File: config.mk
export PLATFORM = sky130hd
export DESIGN_NAME = dma_pair_seq
export DESIGN_NICKNAME = d
export VERILOG_FILES = /design/src/rtl/dma_pair_pkg.sv /design/src/rtl/dma_io_encode.sv /design/src/rtl/dma_lane_align.sv /design/src/rtl/dma_pair_seq.sv
export SDC_FILE = /design/constraint.sdc
export NUM_CORES = 1
export LEC_CHECK = 0
export BUFFER_PORTS_ARGS = -buffer_cell sky130_fd_sc_hd__buf_4
export CORE_MARGIN = 1.5
export CORE_UTILIZATION = 40
export DETAILED_ROUTE_END_ITERATION = 8
export HOLD_SLACK_MARGIN = 0.15
export PLACE_DENSITY = 0.61
export RECOVER_POWER = 25
export SLEW_MARGIN = 20
export SYNTH_ARGS = -nofsm -noshare
export SYNTH_HDL_FRONTEND = slang
export SYNTH_HIERARCHICAL = 1
export SYNTH_SLANG_ARGS = --single-unit
File: constraint.sdc
create_clock -name clk -period 1.8 [get_ports clk]
set_input_delay 0 -clock clk [delete_from_list [all_inputs] [get_ports clk]]
set_output_delay 0 -clock clk [all_outputs]
set_load 0.05 [all_outputs]
File: src/rtl/dma_pair_pkg.sv
package dma_pair_pkg;

  typedef enum logic [1:0] {
    ST_IDLE   = 2'd0,
    ST_FIRST  = 2'd1,
    ST_SECOND = 2'd2
  } seq_st_t;

  localparam logic [3:0] CMD_IO_RD  = 4'b0010;
  localparam logic [3:0] CMD_IO_WR  = 4'b0011;
  localparam logic [3:0] CMD_MEM_RD = 4'b0110;
  localparam logic [3:0] CMD_MEM_WR = 4'b0111;

  typedef struct packed {
    logic wide;
    logic to_dev;
    logic verify;
    logic tc;
  } xfer_ctl_t;

endpackage

File: src/rtl/dma_io_encode.sv
module dma_io_encode #(
  parameter int AW = 32
) (
  input  logic          verify,
  input  logic          tc,
  input  logic          wide,
  output logic [AW-1:0] io_addr,
  output logic [3:0]    io_be_n
);
  localparam logic [7:0] VERIFY_OFS = 8'hC0;
  localparam logic [7:0] TC_OFS     = 8'h04;

  logic [7:0] lo8;

  always_comb begin
    lo8 = 8'h00;
    if (verify) lo8 = lo8 | VERIFY_OFS;
    if (tc)     lo8 = lo8 | TC_OFS;
  end

  assign io_addr = {{(AW-8){1'b0}}, lo8};
  assign io_be_n = wide ? 4'b1100 : 4'b1110;
endmodule

File: src/rtl/dma_lane_align.sv
module dma_lane_align #(
  parameter int DW = 32
) (
  input  logic          wide,
  input  logic [1:0]    lane_lo,
  input  logic [15:0]   unit_in,
  input  logic [DW-1:0] rdata,
  output logic [3:0]    be_n,
  output logic [DW-1:0] placed,
  output logic [15:0]   picked
);
  logic [4:0]    shamt;
  logic [15:0]   umask;
  logic [DW-1:0] shifted_rd;

  always_comb begin
    if (wide) begin
      shamt = {lane_lo[1], 4'b0000};
      umask = 16'hFFFF;
      be_n  = ~(4'b0011 << {lane_lo[1], 1'b0});
    end else begin
      shamt = {lane_lo, 3'b000};
      umask = 16'h00FF;
      be_n  = ~(4'b0001 << lane_lo);
    end
    placed     = {{(DW-16){1'b0}}, unit_in & umask} << shamt;
    shifted_rd = rdata >> shamt;
    picked     = shifted_rd[15:0] & umask;
  end
endmodule

File: src/rtl/dma_pair_seq.sv
module dma_pair_seq #(
  parameter int AW         = 32,
  parameter int CH_W       = 3,
  parameter int CASCADE_CH = 4
) (
  input  logic            clk,
  input  logic            rst,
  input  logic            req_valid,
  input  logic [CH_W-1:0] req_chan,
  input  logic            req_to_dev,
  input  logic            req_verify,
  input  logic            req_tc,
  input  logic [AW-1:0]   req_maddr,
  output logic            idle,
  input  logic            gnt,
  output logic            bus_valid,
  output logic [AW-1:0]   bus_addr,
  output logic [3:0]      bus_cmd,
  output logic [3:0]      bus_be_n,
  output logic [31:0]     bus_wdata,
  input  logic [31:0]     bus_rdata,
  input  logic            bus_ack,
  output logic            done,
  output logic            err
);
  import dma_pair_pkg::*;

  localparam int DW = 32;
  localparam logic [CH_W-1:0] CASC = CH_W'(CASCADE_CH);

  seq_st_t    st;
  xfer_ctl_t  ctl;
  logic [AW-1:0] maddr_q;
  logic [15:0]   hold_q;

  logic          first_is_io, cur_io, last_phase, may_launch;
  logic [3:0]    io_cmd, mem_cmd, io_be_n, mem_be_n;
  logic [AW-1:0] io_addr;
  logic [15:0]   umask;
  logic [DW-1:0] mem_wdata;
  logic [15:0]   mem_picked;

  dma_io_encode #(.AW(AW)) u_io_enc (
    .verify  (ctl.verify),
    .tc      (ctl.tc),
    .wide    (ctl.wide),
    .io_addr (io_addr),
    .io_be_n (io_be_n)
  );

  dma_lane_align #(.DW(DW)) u_lane (
    .wide    (ctl.wide),
    .lane_lo (maddr_q[1:0]),
    .unit_in (hold_q),
    .rdata   (bus_rdata),
    .be_n    (mem_be_n),
    .placed  (mem_wdata),
    .picked  (mem_picked)
  );

  always_comb begin
    first_is_io = ctl.verify || !ctl.to_dev;
    cur_io      = (st == ST_FIRST) ? first_is_io : !first_is_io;
    last_phase  = (st == ST_SECOND) || ctl.verify;
    io_cmd      = (ctl.to_dev && !ctl.verify) ? CMD_IO_WR : CMD_IO_RD;
    mem_cmd     = ctl.to_dev ? CMD_MEM_RD : CMD_MEM_WR;
    umask       = ctl.wide ? 16'hFFFF : 16'h00FF;
    may_launch  = (st != ST_IDLE) && !bus_valid && (!cur_io || gnt);
  end

  assign idle = (st == ST_IDLE);

  always_ff @(posedge clk) begin
    if (rst) begin
      st        <= ST_IDLE;
      ctl       <= '0;
      maddr_q   <= '0;
      hold_q    <= '0;
      bus_valid <= 1'b0;
      bus_addr  <= '0;
      bus_cmd   <= '0;
      bus_be_n  <= 4'hF;
      bus_wdata <= '0;
      done      <= 1'b0;
      err       <= 1'b0;
    end else begin
      done <= 1'b0;
      err  <= 1'b0;
      case (st)
        ST_IDLE: begin
          if (req_valid) begin
            if (req_chan == CASC) begin
              err <= 1'b1;
            end else begin
              ctl.wide   <= (req_chan > CASC);
              ctl.to_dev <= req_to_dev;
              ctl.verify <= req_verify;
              ctl.tc     <= req_tc;
              maddr_q    <= req_maddr;
              st         <= ST_FIRST;
            end
          end
        end
        default: begin
          if (may_launch) begin
            bus_valid <= 1'b1;
            if (cur_io) begin
              bus_addr  <= io_addr;
              bus_cmd   <= io_cmd;
              bus_be_n  <= io_be_n;
              bus_wdata <= (io_cmd == CMD_IO_WR) ? {16'h0000, hold_q & umask} : '0;
            end else begin
              bus_addr  <= maddr_q;
              bus_cmd   <= mem_cmd;
              bus_be_n  <= mem_be_n;
              bus_wdata <= (mem_cmd == CMD_MEM_WR) ? mem_wdata : '0;
            end
          end else if (bus_valid && bus_ack) begin
            bus_valid <= 1'b0;
            if (bus_cmd == CMD_IO_RD)  hold_q <= bus_rdata[15:0] & umask;
            if (bus_cmd == CMD_MEM_RD) hold_q <= mem_picked;
            if (last_phase) begin
              st   <= ST_IDLE;
              done <= 1'b1;
            end else begin
              st <= ST_SECOND;
            end
          end
        end
      endcase
    end
  end
endmodule

==> results.ini <==
[sta]
tns_ns=0
clock.fmax_mhz=590.2
slew_viol_final=0
fin_crit_ns=1.694
finalSetupViolations=0
skew_ns=0.007162
maxSlewHeadroom_pct=55.74
tightest_slew_ns=0.6667
period_share_pct=94.13
hold_viol_final=0
grt_setup_unrepaired=no

[drt]
wl_um=18170
vias_per_cell=4.925
first_pass_iters=5
via_count=5974
drt_iter0_drc=321
drc=0
wl_per_cell_um=14.98
ant_nets=0

[worst_setup_path]
regToRegSetupSlack_ns=0.11
startpoint_type=flip-flop
worst-endpoint-required_ns=2.16
worstSetupPathType=reg2reg
max_stage_delay_ns=0.58
reg2reg_to=err$_SDFF_PP0_
worstRegToRegCells=3
crit_path_max_fanout=6
cp-end-kind=flip-flop
slowest_stage=dlygate4sd3_1
crit_chain=or3b_1 > nor3_1 > dlygate4sd3_1
crit_arrival_ns=2.05
rr_startpoint=st[0]$_SDFFE_PP0P_

[layout]
fillCellCount=1549
area_growth_syn_to_layout_pct=35.48
drive_gt1_share_pct=22.37
fin_cells=1213
antenna_cells=0
nets=1059

[yosys]
yosys-top-cells-area=dfxtp_1 (39%), nand2_1 (9.5%), a21oi_1 (7.5%)
yosys_warnings=6
synth_area_per_cell_um2=8.346
postSynthCellCount=788
synth_common_cells=nand2_1 (166), dfxtp_1 (128), a21oi_1 (99)
yosysSeqAreaShare_pct=38.96
ys_ff_latch=128
synth-async-reset-ratio_pct=0
synth_edf_count=0
synth_cell_type_count=45
yosysMostFrequentCell=nand2_1
yosysTopAreaCellShare_pct=38.96
syn_area_um2=6576
ys.flop_type=dfxtp_1
synth.largest_area_cell=dfxtp_1

[power_and_ir_drop]
peakVddDrop_v=0.0007167
swShare_pct=27.99
p_per_area_nw_per_um2=957.4
power_frac_comb_pct=18.9
clkPwrFrac_pct=45.1
p_leak_nw=3.382
internal-power_mw=6.143
p_sw_mw=2.388
seqPwrFrac_pct=35.9

[floorplan]
die_area_um2=17220
die_h_um=131.2
coreArea_um2=16000
start_util_pct=41.10
die_x_um=131.2
pin_count=151
rows=46

[grt]
antenna_found_initial=0
grt_pass1_wl_um=29870
grt_pass1_vias=5753
track_usage_pct=21.49
gr-total-overflow=0
grt_max_degree=55

[clocking]
cts-root-buf=clkbuf_16
cts_buffers=17
clockBufferDepth=2
cts_tree=built
cts_sinks=128
cts.htree.levels=4
clk_latency_ns=0.42
clkTransAtPathRegs_ns=0.06

[placed_design]
gp_congestion=0.7645
place_inst=1115
dp_hpwl_um=11620
port-buffer-count=149

[min_path]
whs_path_depth=4
min_from=bus_rdata[17]
holdPathEnd=hold_q[1]$_SDFFE_PP0P_
worstHoldPathType=in2reg

[status]
outcome=finished clean

[run]
max-cap-violations=0

metrics by stage:
step / worst slack [ns] / area (um^2) / hold slack (ns) / total power, mW / util [%]
2_1_floorplan: 0.04354 / 6693 / 0.1183 / 4.230 / -
3_3_place_gp: 0.1848 / 7769 / 0.2499 / 4.649 / 48.55
3_5_place_dp: 0.1140 / 7769 / 0.2571 / 4.661 / 48.55
4_1_cts: 0.09736 / 9091 / 0.1690 / 8.610 / 56.82
5_1_grt: 0.009110 / 8910 / 0.2068 / 8.866 / 55.68
6_report: 0.1057 / 8910 / 0.1809 / 8.531 / 55.68
sequential cells by signal (all words and copies together) (netlist names):
signal     flops
bus_addr      32
bus_be_n       4
bus_cmd        3
bus_valid      1
bus_wdata     32
ctl            4
done           1
err            1
hold_q        16
maddr_q       32
st             2
layer usage:
metal,track usage (%),part of all wire [%]
met3,4.205,5.0
met2,33.19,44
met5,0,0
met1,29.66,49
met4,7.990,1.7
layout make-up:
type	instances	area (um^2)	share of cell area, %
sequential	128	2567	28.82
clock inverter	13	209.0	2.345
tap	216	270.3	3.033
clock buffer	19	452.9	5.084
inverter	1	3.754	0.04213
multi-input combinational	583	3388	38.03
timing repair buffer	253	2018	22.65
repair_timing:
action	4_1_cts	5_1_grt
hold buffers	66	0
buffers inserted	0	0
gates resized for setup	0	3
endpoints found under the hold margin	70	0
setup endpoints to repair	0	5
power by group through the flow:
stage	logic [mW]	clock network, mW	registers (mW)
3_3_place_gp	1.52	0	3.12
5_1_grt	1.75	4.03	3.08
2_1_floorplan	0.865	0	3.37
4_1_cts	1.65	3.89	3.07
3_5_place_dp	1.54	0	3.13
6_report	1.62	3.85	3.06
how the worst max path moves through the flow:
stage / start / to / slack (ns)
after CTS: st[1]$_SDFFE_PP0P_ / hold_q[2]$_SDFFE_PP0P_ / 0.1
after global placement: st[0]$_SDFFE_PP0P_ / bus_addr[22]$_SDFFE_PP0P_ / 0.18
after detailed placement: st[1]$_SDFFE_PP0P_ / hold_q[2]$_SDFFE_PP0P_ / 0.11
after floorplan: bus_cmd[1]$_SDFFE_PP0P_ / hold_q[13]$_SDFFE_PP0P_ / 0.04
after global routing: st[0]$_SDFFE_PP0P_ / bus_addr[22]$_SDFFE_PP0P_ / 0.009
final: st[0]$_SDFFE_PP0P_ / err$_SDFF_PP0_ / 0.11
cell families after synthesis:
| kind of cell | after synthesis | share of synthesized area [%] |
|---|---|---|
| muxes | 17 | 4.110 |
| buffers and inverters | 107 | 11.26 |
| and+or+nand+nor | 336 | 23.57 |
| other | 3 | 0.1712 |
| DFF | 128 | 38.97 |
| xor gates and xnor gates | 2 | 0.8372 |
| AOI/OAI and AO/OA | 195 | 21.08 |
critical path, delay by kind of cell (launching register included):
kind                   cells  cell delay (ns)
AND/OR/NAND/NOR            2             0.70
buffers and inverters      1             0.58
flip-flops                 1             0.36
placed cells by master, fill, tap and decap left out, types with 26 or more instances in the layout:
master	Yosys	routed
nand2_1	166	166
buf_4	43	125
dfxtp_1	128	124
a21oi_1	99	99
nor2_1	76	75
dlygate4sd3_1	0	66
clkbuf_1	26	50
conb_1	3	33
nor2b_1	26	26
a211oi_2	26	26
(Power assumes the default switching activity.)
